**config.mk**
```make
export PLATFORM = sky130hd
export DESIGN_NAME = rbm_upset_mon
export DESIGN_NICKNAME = d
export VERILOG_FILES = /design/src/rtl/rbm_pkg.sv /design/src/rtl/rbm_crc_acc.sv /design/src/rtl/rbm_err_ctl.sv /design/src/rtl/rbm_pin_mux.sv /design/src/rtl/rbm_upset_mon.sv
export SDC_FILE = /design/constraint.sdc
export NUM_CORES = 1
export LEC_CHECK = 0
export BUFFER_PORTS_ARGS = -buffer_cell sky130_fd_sc_hd__buf_4
export CAP_MARGIN = 20
export CORE_MARGIN = 2
export CORE_UTILIZATION = 40
export CTS_CLUSTER_DIAMETER = 30
export DETAILED_ROUTE_END_ITERATION = 16
export GPL_TIMING_DRIVEN = 0
export SYNTH_ARGS = -nofsm -noshare
export SYNTH_HDL_FRONTEND = slang
export SYNTH_SLANG_ARGS = --single-unit
```
**constraint.sdc**
```tcl
create_clock -name clk -period 5.8 [get_ports clk]
set_clock_uncertainty 0.2 [all_clocks]
set_input_delay 0.58 -clock clk [delete_from_list [all_inputs] [get_ports clk]]
set_output_delay 0.58 -clock clk [all_outputs]
set_load 0.05 [all_outputs]
```
**src/rtl/rbm_pkg.sv**
```systemverilog
package rbm_pkg;
    localparam int          CRC_W    = 32;
    localparam logic [31:0] CRC_POLY = 32'h04C1_1DB7;
    localparam logic [31:0] CRC_INIT = 32'hFFFF_FFFF;

    typedef struct packed {
        logic [CRC_W-1:0] run;
        logic [CRC_W-1:0] sig;
    } acc_st_t;

    typedef struct packed {
        logic err;
    } err_st_t;
endpackage

```
**src/rtl/rbm_crc_acc.sv**
```systemverilog
module rbm_crc_acc
    import rbm_pkg::*;
#(
    parameter logic [CRC_W-1:0] POLY = CRC_POLY,
    parameter logic [CRC_W-1:0] INIT = CRC_INIT
) (
    input  logic             clk,
    input  logic             rst_n,
    input  logic             active_i,
    input  logic             valid_i,
    input  logic             start_i,
    input  logic             end_i,
    input  logic [CRC_W-1:0] word_i,
    input  logic [CRC_W-1:0] exp_i,
    output logic             fire_o,
    output logic             mismatch_o,
    output logic [CRC_W-1:0] sig_o
);
    acc_st_t          st_d, st_q;
    logic [CRC_W-1:0] base, nxt;
    logic             take;

    function automatic logic [CRC_W-1:0] step(input logic [CRC_W-1:0] c,
                                              input logic [CRC_W-1:0] w);
        logic [CRC_W-1:0] r;
        logic             fb;
        r = c;
        for (int i = CRC_W-1; i >= 0; i--) begin
            fb = r[CRC_W-1] ^ w[i];
            r  = {r[CRC_W-2:0], 1'b0};
            if (fb) r = r ^ POLY;
        end
        return r;
    endfunction

    always_comb begin
        st_d       = st_q;
        take       = active_i & valid_i;
        base       = start_i ? INIT : st_q.run;
        nxt        = step(base, word_i);
        fire_o     = take & end_i;
        mismatch_o = (nxt != exp_i);
        if (take) begin
            st_d.run = nxt;
            if (end_i) st_d.sig = nxt;
        end
    end

    always_ff @(posedge clk or negedge rst_n) begin
        if (!rst_n) begin
            st_q.run <= INIT;
            st_q.sig <= '0;
        end else begin
            st_q <= st_d;
        end
    end

    assign sig_o = st_q.sig;

    a_r2_sig_hold: assert property (@(posedge clk) disable iff (!rst_n)
        !fire_o |=> $stable(sig_o));
    a_r5_idle_hold: assert property (@(posedge clk) disable iff (!rst_n)
        !active_i |=> $stable(sig_o));
endmodule

```
**src/rtl/rbm_err_ctl.sv**
```systemverilog
module rbm_err_ctl
    import rbm_pkg::*;
(
    input  logic clk,
    input  logic rst_n,
    input  logic det_en_i,
    input  logic fire_i,
    input  logic mismatch_i,
    output logic err_o
);
    err_st_t st_d, st_q;

    always_comb begin
        st_d = st_q;
        if (!det_en_i)                st_d.err = 1'b0;
        else if (fire_i && mismatch_i) st_d.err = 1'b1;
    end

    always_ff @(posedge clk or negedge rst_n) begin
        if (!rst_n) st_q <= '0;
        else        st_q <= st_d;
    end

    assign err_o = st_q.err;

    a_r3_flag: assert property (@(posedge clk) disable iff (!rst_n)
        (fire_i && mismatch_i) |=> err_o);
    a_r3_quiet: assert property (@(posedge clk) disable iff (!rst_n)
        (!err_o && !(fire_i && mismatch_i)) |=> !err_o);
    a_r4_sticky: assert property (@(posedge clk) disable iff (!rst_n)
        (err_o && det_en_i) |=> err_o);
    a_r5_clear: assert property (@(posedge clk) disable iff (!rst_n)
        !det_en_i |=> !err_o);
endmodule

```
**src/rtl/rbm_pin_mux.sv**
```systemverilog
module rbm_pin_mux (
    input  logic clk,
    input  logic rst_n,
    input  logic cfg_done_i,
    input  logic det_en_i,
    input  logic pin_flag_i,
    input  logic err_i,
    input  logic cfg_pin_lo_i,
    input  logic user_pin_lo_i,
    output logic pin_lo_o
);
    always_comb begin
        if (!cfg_done_i)   pin_lo_o = cfg_pin_lo_i;
        else if (det_en_i) pin_lo_o = pin_flag_i & err_i;
        else               pin_lo_o = user_pin_lo_i;
    end

    a_r6_pin_err: assert property (@(posedge clk) disable iff (!rst_n)
        (cfg_done_i && det_en_i && pin_flag_i) |-> (pin_lo_o == err_i));
    a_r7_pin_release: assert property (@(posedge clk) disable iff (!rst_n)
        (cfg_done_i && det_en_i && !pin_flag_i) |-> !pin_lo_o);
    a_r8_cfg_pass: assert property (@(posedge clk) disable iff (!rst_n)
        !cfg_done_i |-> (pin_lo_o == cfg_pin_lo_i));
    a_r9_user_blocked: assert property (@(posedge clk) disable iff (!rst_n)
        (cfg_done_i && det_en_i && !err_i) |-> !pin_lo_o);
endmodule

```
**src/rtl/rbm_upset_mon.sv**
```systemverilog
module rbm_upset_mon
    import rbm_pkg::*;
(
    input  logic             clk,
    input  logic             rst_n,
    input  logic             cfg_done_i,
    input  logic             det_en_i,
    input  logic             pin_flag_i,
    input  logic [CRC_W-1:0] exp_sig_i,
    input  logic             rb_valid_i,
    input  logic             rb_start_i,
    input  logic             rb_end_i,
    input  logic [CRC_W-1:0] rb_word_i,
    input  logic             cfg_pin_lo_i,
    input  logic             user_pin_lo_i,
    output logic             crc_err_o,
    output logic             stat_pin_lo_o,
    output logic [CRC_W-1:0] rb_sig_o
);
    logic active, fire, mismatch;

    assign active = cfg_done_i & det_en_i;

    rbm_crc_acc #(.POLY(CRC_POLY), .INIT(CRC_INIT)) u_acc (
        .clk(clk), .rst_n(rst_n), .active_i(active), .valid_i(rb_valid_i),
        .start_i(rb_start_i), .end_i(rb_end_i), .word_i(rb_word_i),
        .exp_i(exp_sig_i), .fire_o(fire), .mismatch_o(mismatch), .sig_o(rb_sig_o)
    );

    rbm_err_ctl u_err (
        .clk(clk), .rst_n(rst_n), .det_en_i(det_en_i), .fire_i(fire),
        .mismatch_i(mismatch), .err_o(crc_err_o)
    );

    rbm_pin_mux u_pin (
        .clk(clk), .rst_n(rst_n), .cfg_done_i(cfg_done_i), .det_en_i(det_en_i),
        .pin_flag_i(pin_flag_i), .err_i(crc_err_o), .cfg_pin_lo_i(cfg_pin_lo_i),
        .user_pin_lo_i(user_pin_lo_i), .pin_lo_o(stat_pin_lo_o)
    );

    a_r8_no_err_in_cfg: assert property (@(posedge clk) disable iff (!rst_n)
        (!cfg_done_i && !crc_err_o) |=> !crc_err_o);
endmodule

```
## Yosys cells after proc, flatten, opt, wreduce, memory -nomap -nowiden

Index checks and enable logic that the tools add are counted.

| operators by class | value |
|---|---|
| equal/unequal tests | 2 |
| muxes and demuxes | 37 |
| bitwise operators | 68 |
| reduce and logical (&&, ||, !) cells | 2 |

Operator list:

| cell | count |
|---|---|
| 27-bit 2-to-1 mux | 32 |
| 14-bit inverter | 32 |
| 32-bit 2-to-1 mux | 1 |
| 32-bit != test | 1 |
| 1-bit bitwise XOR | 32 |
| 1-bit AND | 4 |
| 1-bit 2-to-1 mux | 4 |
| 2-bit by 1-bit != test with 1-bit output (second input constant) | 1 |
| 2-bit AND reduction | 1 |
| 1-bit logical AND | 1 |

| storage, ports and cells | value |
|---|---|
| register bits | 65 |
| bits of input ports | 74 |
| output and inout port bits | 34 |
| logic and storage cells | 112 |

## Longest topological paths before layout

Gate-level depths: netlist of run 1.

| logic depth | value |
|---|---|
| word-level depth | 69 |
| depth in mapped cells | 17 |
| mapped depth without buffers | 13 |

## Modules after synthesis

A second synthesis of run 1 with hierarchy kept.

| unflattened totals | value |
|---|---|
| cells, all modules | 672 |
| area total of the unflattened synthesis | 6,886.6 µm² |

By module, submodules not included:

| module | times used | cells an instance | area each (µm²) |
|---|---|---|---|
| rbm_crc_acc | 1 | 664 | 6,822.8 |
| rbm_err_ctl | 1 | 3 | 36.3 |
| rbm_pin_mux | 1 | 4 | 21.3 |
| rbm_upset_mon | 1 | 1 | 6.3 |

## Worst setup path before layout of run 1

Ideal clock, no wire load.

| timing | value |
|---|---|
| path type | input port to flip-flop |
| start | in rb_word_i[31] |
| end | reg u_err.st_q, in the netlist u_err.err_o |
| setup time | 0.134 ns |
| arrival time | 4.545 ns |
| data required time | 5.466 ns |
| path slack | 0.922 ns |
| cell stages on the path | 13 |
| buffers on the path | 1 |
| cell sequence | buf_4 xor2_2 xnor2_4 xor3_2 xnor2_4 xor2_4 xnor3_2 xnor3_2 a2111oi_4 nand4_1 or4_1 nor4_2 a31oi_1 |

| between the ends | value |
|---|---|
| word-level cells in the longest chain between the ends | 44 |
| elaborated cells on any way between the ends | 86 |

RTL lines:

| element | line | text |
|---|---|---|
| start: declaration | rbm_upset_mon.sv:13 | `input logic [CRC_W-1:0] rb_word_i,` |
| 1-bit bitwise XOR (*) | rbm_crc_acc.sv:29 | `fb = r[CRC_W-1] ^ w[i];` |
| 27-bit 2-to-1 mux (*) | rbm_crc_acc.sv:31 | `if (fb) r = r ^ POLY;` |
| 27-bit 2-to-1 mux, or another cell as far along | rbm_crc_acc.sv:31 |  |
| 27-bit 2-to-1 mux / 14-bit inverter (equally long branches) (2 in a row) | -- |  |
| 14-bit inverter (no line) / 27-bit 2-to-1 mux (equally long branches) | -- |  |
| 27-bit 2-to-1 mux, or another cell as far along | rbm_crc_acc.sv:31 |  |
| 27-bit 2-to-1 mux / 14-bit inverter (equally long branches) | -- |  |
| 27-bit 2-to-1 mux, or another cell as far along | rbm_crc_acc.sv:31 |  |
| [... 26 more ...] | -- |  |
| 27-bit 2-to-1 mux / 14-bit inverter (equally long branches) (2 in a row) | -- |  |
| 14-bit inverter (no line), or another cell as far along | -- |  |
| 27-bit 2-to-1 mux / 14-bit inverter (equally long branches) | -- |  |
| 14-bit inverter (no line), or another cell as far along | -- |  |
| 27-bit 2-to-1 mux | rbm_crc_acc.sv:31 |  |
| 32-bit != test (*) | rbm_crc_acc.sv:42 | `mismatch_o = (nxt != exp_i);` |
| 1-bit logical AND (*) | rbm_err_ctl.sv:16 | `else if (fire_i && mismatch_i) st_d.err = 1'b1;` |
| 2-bit by 1-bit != test with 1-bit output (no line) (*) | -- |  |
| end signal: assignment | rbm_err_ctl.sv:21 | `else st_q <= st_d;` |
| end: declaration | rbm_err_ctl.sv:11 | `err_st_t st_d, st_q;` |

Mark *: on every way between the ends. The rest lies on a longest branch, timed or not.
A chain may end at the register's enable or synchronous reset.

## Worst setup path in the final report of run 1

| timing | value |
|---|---|
| start | reg u_acc.st_q[62] (netlist name) |
| end | reg u_err.st_q, in the netlist u_err.err_o |

| between the ends | value |
|---|---|
| word-level cells in the longest chain between the ends | 45 |
| elaborated cells on any way between the ends | 84 |

RTL lines:

| element | line | text |
|---|---|---|
| start: declaration | rbm_crc_acc.sv:19 | `acc_st_t st_d, st_q;` |
| start signal: assignment | rbm_crc_acc.sv:54 | `st_q <= st_d;` |
| 32-bit 2-to-1 mux (*) | rbm_crc_acc.sv:39 | `base = start_i ? INIT : st_q.run;` |
| 1-bit bitwise XOR (*) | rbm_crc_acc.sv:29 |  |
| 27-bit 2-to-1 mux (*) | rbm_crc_acc.sv:31 |  |
| 14-bit inverter (no line) | -- |  |
| 27-bit 2-to-1 mux | rbm_crc_acc.sv:31 |  |
| 14-bit inverter (no line) | -- |  |
| 27-bit 2-to-1 mux (2 in a row) | rbm_crc_acc.sv:31 |  |
| 14-bit inverter (no line) | -- |  |
| [... 26 more ...] | -- |  |
| 27-bit 2-to-1 mux | rbm_crc_acc.sv:31 |  |
| 14-bit inverter (no line) | -- |  |
| 27-bit 2-to-1 mux (3 in a row) | rbm_crc_acc.sv:31 |  |
| 14-bit inverter (no line) | -- |  |
| 27-bit 2-to-1 mux | rbm_crc_acc.sv:31 |  |
| 32-bit != test (*) | rbm_crc_acc.sv:42 |  |
| 1-bit logical AND (*) | rbm_err_ctl.sv:16 |  |
| 2-bit by 1-bit != test with 1-bit output (no line) (*) | -- |  |

Marked as above.

==> tab_implementation.tex, run 1 <==
\begin{tabular}{lr}
\hline
Metric & Value \\
\hline
\multicolumn{2}{l}{\textbf{Outcome}} \\
\quad Result of the run & finished clean \\
\multicolumn{2}{l}{\textbf{Clock network}} \\
\quad \# hold bufs at CTS & 0 \\
\quad Number of buffers created by CTS & 9 \\
\quad Clock tree sinks & 65 \\
\quad Clock Path Buffers & 2 \\
\quad Number of cells upsized or downsized after cts & 0 \\
\quad Root Buffer Master & clkbuf\_16 \\
\quad Worst skew pair latency & 0.33 ns \\
\quad Worst-path clk slew & 0.05 ns \\
\quad H-tree levels & 3 \\
\quad Number of setup buffers added after CTS & 0 \\
\quad CTS tree & done \\
\multicolumn{2}{l}{\textbf{Synthesis}} \\
\quad Fraction of registers with async set or reset after synthesis & 100.0\% \\
\quad Number of instances in the synthesized netlist & 663 \\
\quad Average cell area after synthesis & 11.11 um2 \\
\quad Number of library cell types mapped by synthesis & 47 \\
\quad Register bit total from synthesis & 65 \\
\quad Most common flop cell mapped by yosys & dfrtp\_1 \\
\quad Most area-hungry cell type in the Yosys netlist & xnor2\_1 \\
\quad Count of flip-flops with a built-in enable after synthesis & 0 \\
\quad Post-Syn Area & 7366 um2 \\
\quad Syn\_nets & 737 \\
\quad Number of synthesis warnings & 0 \\
\quad Yosys top cell area share & 19.26\% \\
\quad Fraction of the yosys area taken by sequential cells & 22.63\% \\
\quad Top post-synthesis cells by area & xnor2\_1 19\%, xnor3\_1 14\%, dfstp\_2 11\%, dfrtp\_1 11\%, xor2\_1 7.4\% \\
\multicolumn{2}{l}{\textbf{Die}} \\
\quad Starting density of the core & 40.86\% \\
\quad Number of top-level pins & 108 \\
\quad Chip width & 139.7 um \\
\quad \# rows & 49 \\
\quad Std-Cell Core Area & 18020 um2 \\
\quad Die outline area & 19520 um2 \\
\quad Die Y-Extent & 139.7 um \\
\multicolumn{2}{l}{\textbf{Worst setup path}} \\
\quad CP Cell Sequence & buf\_4, xnor2\_1, nor2\_1, xnor2\_2, xnor3\_1, xor2\_1, xnor2\_1, xnor2\_1, xnor3\_1, xnor2\_1, a211o\_1, or4\_1, nor4\_2, a31oi\_1 \\
\quad CP endpoint kind & flop \\
\quad Launching point of the worst reg2reg path & u\_acc.st\_q[62]\$\_DFFE\_PN1P\_ \\
\quad CP startpoint kind & flop \\
\quad Max stage delay on crit path & 0.61 ns \\
\quad Cell with the largest stage delay on the worst path & xnor3\_1 \\
\quad Req. time, crit path & 5.80 ns \\
\quad Launch point of the worst path & u\_acc.st\_q[62]\$\_DFFE\_PN1P\_ \\
\quad Dominant cell type by count on the critical path & xnor2\_1 \\
\quad Data arrival time of the critical path & 5.53 ns \\
\quad Path type of the worst setup path & flop to flop \\
\quad Largest fanout on the critical path & 6 \\
\multicolumn{2}{l}{\textbf{Route}} \\
\quad Number of vias per cell & 4.961 \\
\quad Vias & 5011 \\
\quad Final antenna-violating net count & 0 \\
\quad Detailed-routing iteration count for the pre-antenna-repair pass & 5 \\
\quad First DRT Iteration DRCs & 392 \\
\quad WL/cell & 20.31 um \\
\quad Post-route DRC violation count & 0 \\
\quad Wire length after detailed routing & 20520 um \\
\multicolumn{2}{l}{\textbf{STA}} \\
\quad Worst slew pin tran & 1.082 ns \\
\quad Count of endpoints failing hold in the final timing report & 0 \\
\quad Number of max-slew violations in the final report & 0 \\
\quad Final worst path period share & 95.42\% \\
\quad Minimum clock period & 5.534 ns \\
\quad Relative slew slack & 27.33\% \\
\quad Total negative slack for setup checks & 0 ns \\
\quad Maximum achievable frequency & 0.1807 GHz \\
\quad Setup violations, final & 0 \\
\quad RSZ-0062 raised after global routing & no \\
\multicolumn{2}{l}{\textbf{Global route}} \\
\quad Wire length of the first global-routing pass & 31630 um \\
\quad Via count of the first global-routing pass & 5141 \\
\quad GRT Residual Overflow & 0 \\
\quad Antenna violations before repair & 0 \\
\quad Largest net degree at the start of global routing & 66 \\
\quad All-layer global routing usage & 21.47\% \\
\multicolumn{2}{l}{\textbf{Finish}} \\
\quad Area Growth Syn to Fin & 18.62\% \\
\quad Proportion of layout cells with a drive suffix above 1 & 32.27\% \\
\quad Ant. Diodes & 0 \\
\quad Fill cell total of the finished layout & 1699 \\
\quad Net count of the finished layout & 850 \\
\multicolumn{2}{l}{\textbf{Placement}} \\
\quad Detailed placement HPWL & 16430 um \\
\quad Final estimated routing congestion in global placement & 0.8580 \\
\quad Port-buffer cells & 102 \\
\multicolumn{2}{l}{\textbf{Min path}} \\
\quad Worst hold-check path type & input pin to asynchronous set/reset pin \\
\multicolumn{2}{l}{\textbf{Run}} \\
\quad Number of max-cap violations & 0 \\
\hline
\end{tabular}
[cells in the final DEF (no fill, tap or decap), drive strengths merged, types with 11 or more instances in the layout]
cell type / netlist / routed
o21ai: 66 / 66
nand2: 66 / 66
xnor2: 188 / 188
nor2: 41 / 41
buf: 48 / 150
dfstp: 32 / 32
xnor3: 57 / 57
clkbuf: 13 / 27
xor2: 70 / 70
xor3: 11 / 11
dfrtp: 33 / 33
[final timing paths]
check | endpoint | slack (ns) | depth (start not counted)
worst max-delay path | u_err.err_o$_DFFE_PN0P_ | 0.27 | 14
min in group clk | u_acc.sig_o[0]$_DFFE_PN0P_ | 0.28 | 2
max in group asynchronous | u_acc.sig_o[1]$_DFFE_PN0P_ | 4.73 | 1
worst min register to register | u_acc.sig_o[0]$_DFFE_PN0P_ | 0.28 | 2
worst max register to register | u_err.err_o$_DFFE_PN0P_ | 0.27 | 14
worst min-delay path | u_acc.sig_o[25]$_DFFE_PN0P_ | 0.15 | 1
[cells in the mapped netlist (2+ instances only)]
library cell and number:
xnor2_1 162, nand2_1 66, o21ai_0 66, xor2_1 62
xnor3_1 47, buf_4 37, nor2_1 36, dfrtp_1 33
dfstp_2 32, xnor2_2 16, clkbuf_1 13, xnor2_4 10
xnor3_2 10, xor3_1 9, xor2_2 6, buf_2 5
buf_6 4, nand4_1 4, mux2i_1 3, nand2b_1 3
nor2_4 3, o211ai_1 3, a211oi_1 2, a31oi_1 2
inv_1 2, nand3_1 2, nor2_2 2, nor3b_1 2
xor2_4 2, xor3_2 2
[flip-flops by register name (all words and copies together) (netlist names)]
register     count
u_acc.st_q      32
u_err.err_o      1
u_acc.sig_o     32
[per-layer routing]
layer	vias to the layer above	routed length, um	track usage, %
met5	-	0	0
met3	17	1209	3.063
met1	2442	9789	32.40
li1	2362	-	-
met2	190	9185	33.15
met4	0	331	4.000
[through the flow]
stage	cells	utilization, %	hold slack (ns)	worst slack (ns)	area (um2)
floorplan	663	-	0.08441	0.9216	7366
global placement	994	46.70	0.2681	0.2181	8418
detailed placement	994	46.70	0.2734	0.1464	8418
CTS	1010	48.47	0.1751	0.2529	8737
global route	1010	48.47	0.2182	0.05466	8737
finish	1010	48.47	0.1466	0.2659	8737
[layout make-up]
cell class / instances / area, um2 / share of cell area (%)
multi-input cells: 535 / 5260 / 60.20
flip-flops and latches: 65 / 1667 / 19.07
repair buffers: 102 / 765.7 / 8.764
plain buffers: 61 / 431.7 / 4.941
well taps: 229 / 286.5 / 3.279
clock buffers: 14 / 284.0 / 3.251
clock inverters: 2 / 35.03 / 0.4010
inverters: 2 / 7.507 / 0.08592
[kinds of logic (layout without fill, tap and decap cells)]
group                  Yosys count  after routing  synth area share (%)
multiplexers                     3              3                0.4077
AND/OR/NAND/NOR                127            127                 7.729
XOR/XNOR                       326            326                 57.16
buffers and inverters           63            181                 5.962
AO/OA/AOI/OAI                   79             79                 6.115
flip-flops                      65             65                 22.63
[critical path, delay by kind of cell (launching register included)]
kind | cells | cell delay, ns
compound gates | 2 | 0.35
xor+xnor | 8 | 3.35
flops | 1 | 0.51
buf+inv | 1 | 0.15
simple gates | 3 | 0.84
Power of run 1 is left out: the tool's default activity adds up to more than one toggle a clock period on the data nets, which glitch-free logic cannot reach.
==> run 2: changes to the inputs <==
--- a/config.mk
+++ b/config.mk
@@ -7,11 +7,15 @@
 export LEC_CHECK = 0
 export BUFFER_PORTS_ARGS = -buffer_cell sky130_fd_sc_hd__buf_4
 export CAP_MARGIN = 20
+export CELL_PAD_IN_SITES_DETAIL_PLACEMENT = 2
+export CELL_PAD_IN_SITES_GLOBAL_PLACEMENT = 2
 export CORE_MARGIN = 2
-export CORE_UTILIZATION = 40
+export CORE_UTILIZATION = 39
 export CTS_CLUSTER_DIAMETER = 30
+export CTS_CLUSTER_SIZE = 40
 export DETAILED_ROUTE_END_ITERATION = 16
 export GPL_TIMING_DRIVEN = 0
+export PLACE_DENSITY_LB_ADDON = 0.1
 export SYNTH_ARGS = -nofsm -noshare
 export SYNTH_HDL_FRONTEND = slang
 export SYNTH_SLANG_ARGS = --single-unit
==> run 2 against run 1 <==
  * Setup slack got worse by 0.069 ns
  * Wire length up 17%
  * Highest routed layer unchanged
  * Die area is 2.5% higher
  * Non-clock buffer count unchanged
  * Critical path type unchanged
  * Critical endpoint unchanged
  * Worst hold slack better by 0.013 ns
  * Register-to-register slack got worse by 0.07 ns
==> tab_implementation.tex, run 2 (synthesis gave the netlist of run 1 again) <==
\begin{tabular}{lr}
\hline
Metric & Value \\
\hline
\multicolumn{2}{l}{\textbf{STA}} \\
\quad Worst slew pin tran & 0.8746 ns (was 1.082 ns) \\
\quad Setup violations, final & 0 (unchanged) \\
\quad Count of endpoints failing hold in the final timing report & 0 (unchanged) \\
\quad Final worst path period share & 96.60\% (was 95.42\%) \\
\quad Relative slew slack & 41.27\% (was 27.33\%) \\
\quad Worst Hold Slack & 0.1599 ns (was 0.1466 ns) \\
\quad Number of max-slew violations in the final report & 0 (unchanged) \\
\quad RSZ-0062 raised after global routing & no (unchanged) \\
\quad Maximum achievable frequency & 0.1785 GHz (was 0.1807 GHz) \\
\quad Minimum clock period & 5.603 ns (was 5.534 ns) \\
\multicolumn{2}{l}{\textbf{Clock network}} \\
\quad CTS tree & done (unchanged) \\
\quad Worst-path clk slew & 0.06 ns (was 0.05 ns) \\
\quad Clock Path Buffers & 2 (unchanged) \\
\quad \# hold bufs at CTS & 0 (unchanged) \\
\quad Number of buffers created by CTS & 9 (unchanged) \\
\quad H-tree levels & 3 (unchanged) \\
\quad Root Buffer Master & clkbuf\_16 (unchanged) \\
\quad Clock tree sinks & 65 (unchanged) \\
\quad Worst skew pair latency & 0.32 ns (was 0.33 ns) \\
\multicolumn{2}{l}{\textbf{Route}} \\
\quad Post-route DRC violation count & 0 (unchanged) \\
\quad Final antenna-violating net count & 0 (unchanged) \\
\quad Vias & 5006 (was 5011) \\
\quad Wire length after detailed routing & 23920 um (was 20520 um) \\
\quad Detailed-routing iteration count for the pre-antenna-repair pass & 4 (was 5) \\
\quad First DRT Iteration DRCs & 196 (was 392) \\
\quad WL/cell & 23.56 um (was 20.31 um) \\
\quad Number of vias per cell & 4.932 (was 4.961) \\
\multicolumn{2}{l}{\textbf{Finish}} \\
\quad Area Growth Syn to Fin & 18.72\% (was 18.62\%) \\
\quad Leading cell type in the layout, fill and taps excluded & xnor2\_1 (unchanged) \\
\quad Proportion of layout cells with a drive suffix above 1 & 33.03\% (was 32.27\%) \\
\quad Commonest cells after routing, fill and taps aside & 157 x xnor2\_1, 139 x buf\_4, 66 x nand2\_1, 66 x o21ai\_0, 62 x xor2\_1 (was 162 x xnor2\_1, 139 x buf\_4, 66 x nand2\_1, 66 x o21ai\_0, 62 x xor2\_1) \\
\quad Sequential standard cell area & 1667 um2 (unchanged) \\
\quad Fill cell total of the finished layout & 1949 (was 1699) \\
\quad Area of the multi-input gates & 5298 um2 (was 5260 um2) \\
\quad Net count of the finished layout & 850 (unchanged) \\
\quad Ant. Diodes & 0 (unchanged) \\
\multicolumn{2}{l}{\textbf{Worst setup path}} \\
\quad Cell with the largest stage delay on the worst path & xnor2\_1 (was xnor3\_1) \\
\quad CP startpoint kind & flop (unchanged) \\
\quad Buffer and inverter count on the worst path & 2 (was 1) \\
\quad Largest delay share family, worst path & XOR/XNOR gates (unchanged) \\
\quad Launch point of the worst path & u\_acc.st\_q[62]\$\_DFFE\_PN1P\_ (unchanged) \\
\quad CP endpoint kind & flop (unchanged) \\
\quad Largest fanout on the critical path & 10 (was 6) \\
\quad Max stage delay on crit path & 0.73 ns (was 0.61 ns) \\
\quad Launching point of the worst reg2reg path & u\_acc.st\_q[62]\$\_DFFE\_PN1P\_ (unchanged) \\
\quad Data arrival time of the critical path & 5.60 ns (was 5.53 ns) \\
\quad CP Cell Sequence & buf\_4, xnor2\_1, nor2\_4, xnor2\_4, xnor2\_2, xor2\_1, xnor3\_2, xor3\_1, buf\_2, xor3\_1, xnor2\_1, xor2\_1, nand4\_1, nor4\_2, a31oi\_1 (was buf\_4, xnor2\_1, nor2\_1, xnor2\_2, xnor3\_1, xor2\_1, xnor2\_1, xnor2\_1, xnor3\_1, xnor2\_1, a211o\_1, or4\_1, nor4\_2, a31oi\_1) \\
\quad Path type of the worst setup path & flop to flop (unchanged) \\
\quad Req. time, crit path & 5.79 ns (was 5.80 ns) \\
\multicolumn{2}{l}{\textbf{Die}} \\
\quad \# rows & 50 (was 49) \\
\quad Chip width & 141.4 um (was 139.7 um) \\
\quad Starting density of the core & 39.51\% (was 40.86\%) \\
\quad Die Y-Extent & 141.4 um (was 139.7 um) \\
\quad Die outline area & 20000 um2 (was 19520 um2) \\
\quad Std-Cell Core Area & 18640 um2 (was 18020 um2) \\
\quad Number of top-level pins & 108 (unchanged) \\
\multicolumn{2}{l}{\textbf{Global route}} \\
\quad All-layer global routing usage & 24.46\% (was 21.47\%) \\
\quad Wire length of the first global-routing pass & 36100 um (was 31630 um) \\
\quad Largest net degree at the start of global routing & 66 (unchanged) \\
\quad Antenna violations before repair & 0 (unchanged) \\
\quad GRT Residual Overflow & 0 (unchanged) \\
\quad Via count of the first global-routing pass & 5780 (was 5141) \\
\multicolumn{2}{l}{\textbf{Placement}} \\
\quad Port-buffer cells & 102 (unchanged) \\
\quad Final estimated routing congestion in global placement & 0.8326 (was 0.8580) \\
\quad Detailed placement HPWL & 19370 um (was 16430 um) \\
\multicolumn{2}{l}{\textbf{Min path}} \\
\quad Worst hold-check path type & input pin to asynchronous set/reset pin (unchanged) \\
\multicolumn{2}{l}{\textbf{Run}} \\
\quad Number of max-cap violations & 0 (unchanged) \\
\multicolumn{2}{l}{\textbf{Outcome}} \\
\quad Result of the run & finished clean (unchanged) \\
\hline
\end{tabular}
## run 2: per-layer routing
| layer | wire length (um) | up-vias | track usage (%) |
|---|---|---|---|
| li1 | - | 2357 | - |
| met1 | 10780 | 2514 | 32.71 |
| met2 | 11870 | 119 | 43.13 |
| met3 | 904 | 16 | 2.767 |
| met5 | 0 | - | 0 |
| met4 | 363 | 0 | 4.842 |
## run 2: final cells by class
cell class	instances	area share (%)
multi-input combinational	535	60.58
timing repair buffer	102	8.757
buffer	61	4.936
inverter	2	0.08585
sequential	65	19.06
clock buffer	10	2.733
tap	234	3.348
clock inverter	6	0.5008
## run 2: worst paths after layout
check / end / slack [ns] / depth (start not counted)
setup reg to reg: u_err.err_o$_DFFE_PN0P_ / 0.20 / 15
hold reg to reg: u_acc.sig_o[30]$_DFFE_PN0P_ / 0.29 / 2
min in group clk: u_acc.sig_o[30]$_DFFE_PN0P_ / 0.29 / 2
hold / removal: u_acc.sig_o[0]$_DFFE_PN0P_ / 0.16 / 1
setup / recovery: u_err.err_o$_DFFE_PN0P_ / 0.20 / 15
max in group asynchronous: u_acc.sig_o[8]$_DFFE_PN0P_ / 4.69 / 1
## run 2: stage by stage
step	instances	TNS, ns	cell area (um2)	utilization (%)	worst slack [ns]
2_1_floorplan	663	0	7366	-	0.9216
3_3_place_gp	999	0	8424	45.19	0.05342
3_5_place_dp	999	-0.1076	8424	45.19	-0.1076
4_1_cts	1015	0	8707	46.70	0.04761
5_1_grt	1015	0	8745	46.91	0.007087
6_report	1015	0	8745	46.91	0.1971
## run 2: repair_timing
action	CTS	global route
resized for setup	0	5
endpoints found under the setup margin	0	1
setup buffers	0	0
Power of run 2 is left out for the same reason.
==> run 3: changes to the inputs <==
--- a/config.mk
+++ b/config.mk
@@ -9,7 +9,8 @@
 export CAP_MARGIN = 20
 export CELL_PAD_IN_SITES_DETAIL_PLACEMENT = 2
 export CELL_PAD_IN_SITES_GLOBAL_PLACEMENT = 2
-export CORE_MARGIN = 2
+export CORE_ASPECT_RATIO = 0.9
+export CORE_MARGIN = 3
 export CORE_UTILIZATION = 39
 export CTS_CLUSTER_DIAMETER = 30
 export CTS_CLUSTER_SIZE = 40
==> run 3 against run 2 <==
  * Critical path depth decreased by 1
  * Register-to-register slack about the same
  * Non-clock buffer count increased by 5
  * Core utilization increased by 0.89 points
  * Global-route usage about the same
  * Count of clock-buffer cells in the layout increased by 1
  * Final area increased by 0.92%
  * Worst hold slack got worse by 0.011 ns
  * Fmax about the same
  * Highest routed layer unchanged
  * Setup slack improved by 0.0024 ns
  * Sequential cell count unchanged
==> tab_implementation.tex, run 3 (synthesis gave the netlist of run 1 again) <==
\begin{tabular}{lr}
\hline
Metric & Value \\
\hline
\multicolumn{2}{l}{\textbf{Worst setup path}} \\
\quad Cell with the largest stage delay on the worst path & xnor3\_2 (was xnor2\_1) \\
\quad Buffer and inverter count on the worst path & 1 (was 2) \\
\quad CP startpoint kind & flop (unchanged) \\
\quad Largest fanout on the critical path & 8 (was 10) \\
\quad Largest delay share family, worst path & XOR/XNOR gates (unchanged) \\
\quad CP endpoint kind & flop (unchanged) \\
\quad Max stage delay on crit path & 0.68 ns (was 0.73 ns) \\
\quad Req. time, crit path & 5.80 ns (was 5.79 ns) \\
\quad Data arrival time of the critical path & 5.60 ns (about the same) \\
\quad CP Cell Sequence & buf\_4, xnor2\_1, nor2\_1, xor2\_1, xnor2\_2, xnor3\_2, xnor2\_2, xnor3\_1, xnor2\_1, a2111oi\_4, nand4\_1, or4\_1, nor4\_2, a31oi\_1 (was buf\_4, xnor2\_1, nor2\_4, xnor2\_4, xnor2\_2, xor2\_1, xnor3\_2, xor3\_1, buf\_2, xor3\_1, xnor2\_1, xor2\_1, nand4\_1, nor4\_2, a31oi\_1) \\
\quad Path type of the worst setup path & flop to flop (unchanged) \\
\multicolumn{2}{l}{\textbf{Route}} \\
\quad First DRT Iteration DRCs & 270 (was 196) \\
\quad Vias & 5140 (was 5006) \\
\quad WL/cell & 23.90 um (was 23.56 um) \\
\quad Number of vias per cell & 4.985 (was 4.932) \\
\quad Detailed-routing iteration count for the pre-antenna-repair pass & 4 (unchanged) \\
\quad Wire length after detailed routing & 24640 um (was 23920 um) \\
\quad Post-route DRC violation count & 0 (unchanged) \\
\quad Final antenna-violating net count & 0 (unchanged) \\
\multicolumn{2}{l}{\textbf{Clock network}} \\
\quad \# hold bufs at CTS & 0 (unchanged) \\
\quad CTS tree & done (unchanged) \\
\quad H-tree levels & 3 (unchanged) \\
\quad Clock Path Buffers & 2 (unchanged) \\
\quad Clock tree sinks & 65 (unchanged) \\
\quad Number of buffers created by CTS & 9 (unchanged) \\
\quad Worst skew pair latency & 0.33 ns (was 0.32 ns) \\
\quad Root Buffer Master & clkbuf\_16 (unchanged) \\
\quad Worst-path clk slew & 0.06 ns (about the same) \\
\multicolumn{2}{l}{\textbf{Global route}} \\
\quad Wire length of the first global-routing pass & 36510 um (was 36100 um) \\
\quad All-layer global routing usage & 24.51\% (was 24.46\%) \\
\quad Largest net degree at the start of global routing & 66 (unchanged) \\
\quad Via count of the first global-routing pass & 5821 (was 5780) \\
\quad GRT Residual Overflow & 0 (unchanged) \\
\quad Antenna violations before repair & 1 (was 0) \\
\multicolumn{2}{l}{\textbf{STA}} \\
\quad Worst slew pin tran & 0.9052 ns (was 0.8746 ns) \\
\quad Maximum achievable frequency & 0.1786 GHz (was 0.1785 GHz) \\
\quad Count of endpoints failing hold in the final timing report & 0 (unchanged) \\
\quad Relative slew slack & 39.22\% (was 41.27\%) \\
\quad Final worst path period share & 96.56\% (was 96.60\%) \\
\quad RSZ-0062 raised after global routing & no (unchanged) \\
\quad Minimum clock period & 5.600 ns (was 5.603 ns) \\
\quad Worst-case setup margin in the final layout & 0.1995 ns (was 0.1971 ns) \\
\quad Setup violations, final & 0 (unchanged) \\
\quad Total negative slack for setup checks & 0 ns (unchanged) \\
\quad Number of max-slew violations in the final report & 0 (unchanged) \\
\multicolumn{2}{l}{\textbf{Finish}} \\
\quad Proportion of layout cells with a drive suffix above 1 & 33.46\% (was 33.03\%) \\
\quad Ant. Diodes & 0 (unchanged) \\
\quad Net count of the finished layout & 855 (was 850) \\
\quad Commonest cells after routing, fill and taps aside & 159 x xnor2\_1, 144 x buf\_4, 66 x nand2\_1, 66 x o21ai\_0, 60 x xor2\_1 (was 157 x xnor2\_1, 139 x buf\_4, 66 x nand2\_1, 66 x o21ai\_0, 62 x xor2\_1) \\
\quad Area Growth Syn to Fin & 19.81\% (was 18.72\%) \\
\quad Leading cell type in the layout, fill and taps excluded & xnor2\_1 (unchanged) \\
\multicolumn{2}{l}{\textbf{Placement}} \\
\quad Final estimated routing congestion in global placement & 0.8231 (was 0.8326) \\
\quad Port-buffer cells & 102 (unchanged) \\
\quad Detailed placement HPWL & 19900 um (was 19370 um) \\
\quad Worst slack at placement & -0.3741 ns (was -0.1076 ns) \\
\multicolumn{2}{l}{\textbf{Run}} \\
\quad Number of max-cap violations & 0 (unchanged) \\
\multicolumn{2}{l}{\textbf{Die}} \\
\quad Chip width & 150.9 um (was 141.4 um) \\
\quad Starting density of the core & 39.89\% (was 39.51\%) \\
\quad Std-Cell Core Area & 18470 um2 (was 18640 um2) \\
\quad \# rows & 47 (was 50) \\
\quad Die outline area & 20570 um2 (was 20000 um2) \\
\quad Die Y-Extent & 136.4 um (was 141.4 um) \\
\quad Number of top-level pins & 108 (unchanged) \\
\multicolumn{2}{l}{\textbf{Min path}} \\
\quad Worst hold-check path type & input pin to asynchronous set/reset pin (unchanged) \\
\multicolumn{2}{l}{\textbf{Outcome}} \\
\quad Result of the run & finished clean (unchanged) \\
\hline
\end{tabular}
-- run 3: changes by cell type in the layout (fill, tap and decap cells not counted), moves of 2 or more --
| cell | delta |
|---|---|
| buf_4 | +5 |
| xnor2_1 | +2 |
| xnor2_2 | -3 |
| xor2_1 | -2 |
| xor2_2 | +2 |
-- run 3: what timing repair did --
action / CTS / global route
buffers inserted: 0 / 5
hold endpoints to repair: 0 / 0
setup endpoints to repair: 1 / 1
gates resized for setup: 2 / 4
pin swaps: 0 / 2
-- run 3: per-stage QoR --
stage,cell area (um2),utilization [%],instances,hold WS (ns)
floorplan,7366,-,663,0.08441
global placement,8438,45.70,1010,0.2631
detailed placement,8438,45.70,1010,0.2759
CTS,8753,47.40,1026,0.1592
global route,8825,47.79,1031,0.1928
finish,8825,47.79,1031,0.1484
-- run 3: worst reg2reg max path: cells and delay by family (launching register included) --
family | cells | cell delay [ns]
compound gates | 2 | 0.53
xor+xnor | 7 | 2.80
buf+inv | 1 | 0.17
flops | 1 | 0.53
simple gates | 4 | 1.25
-- run 3: layer usage --
layer  wire length [um]  vias up  GRT usage, %
met5                  0        -             0
met2              12610      112         42.95
li1                   -     2364             -
met3               1053       25         3.267
met4                356        0         4.028
met1              10620     2639         32.90
-- run 3: final timing paths --
kind | cells after the start | slack, ns | to | startpoint
setup / recovery | 14 | 0.20 | u_err.err_o$_DFFE_PN0P_ | u_acc.st_q[60]$_DFFE_PN1P_
hold / removal | 1 | 0.15 | u_acc.sig_o[30]$_DFFE_PN0P_ | rst_n
setup reg to reg | 14 | 0.20 | u_err.err_o$_DFFE_PN0P_ | u_acc.st_q[60]$_DFFE_PN1P_
hold reg to reg | 2 | 0.28 | u_acc.sig_o[3]$_DFFE_PN0P_ | u_acc.sig_o[3]$_DFFE_PN0P_
max in group asynchronous | 1 | 4.73 | u_acc.sig_o[14]$_DFFE_PN0P_ | rst_n
min in group clk | 2 | 0.28 | u_acc.sig_o[3]$_DFFE_PN0P_ | u_acc.sig_o[3]$_DFFE_PN0P_
-- run 3: cell type report --
cell class / instances / area, um2
multi-input combinational: 535 / 5309
buffer: 61 / 431.7
inverter: 2 / 7.507
sequential: 65 / 1667
tap: 245 / 306.5
clock buffer: 11 / 264.0
clock inverter: 5 / 36.28
fill: 1923 / 9641
timing repair buffer: 107 / 803.3
Power of run 3 is left out for the same reason.
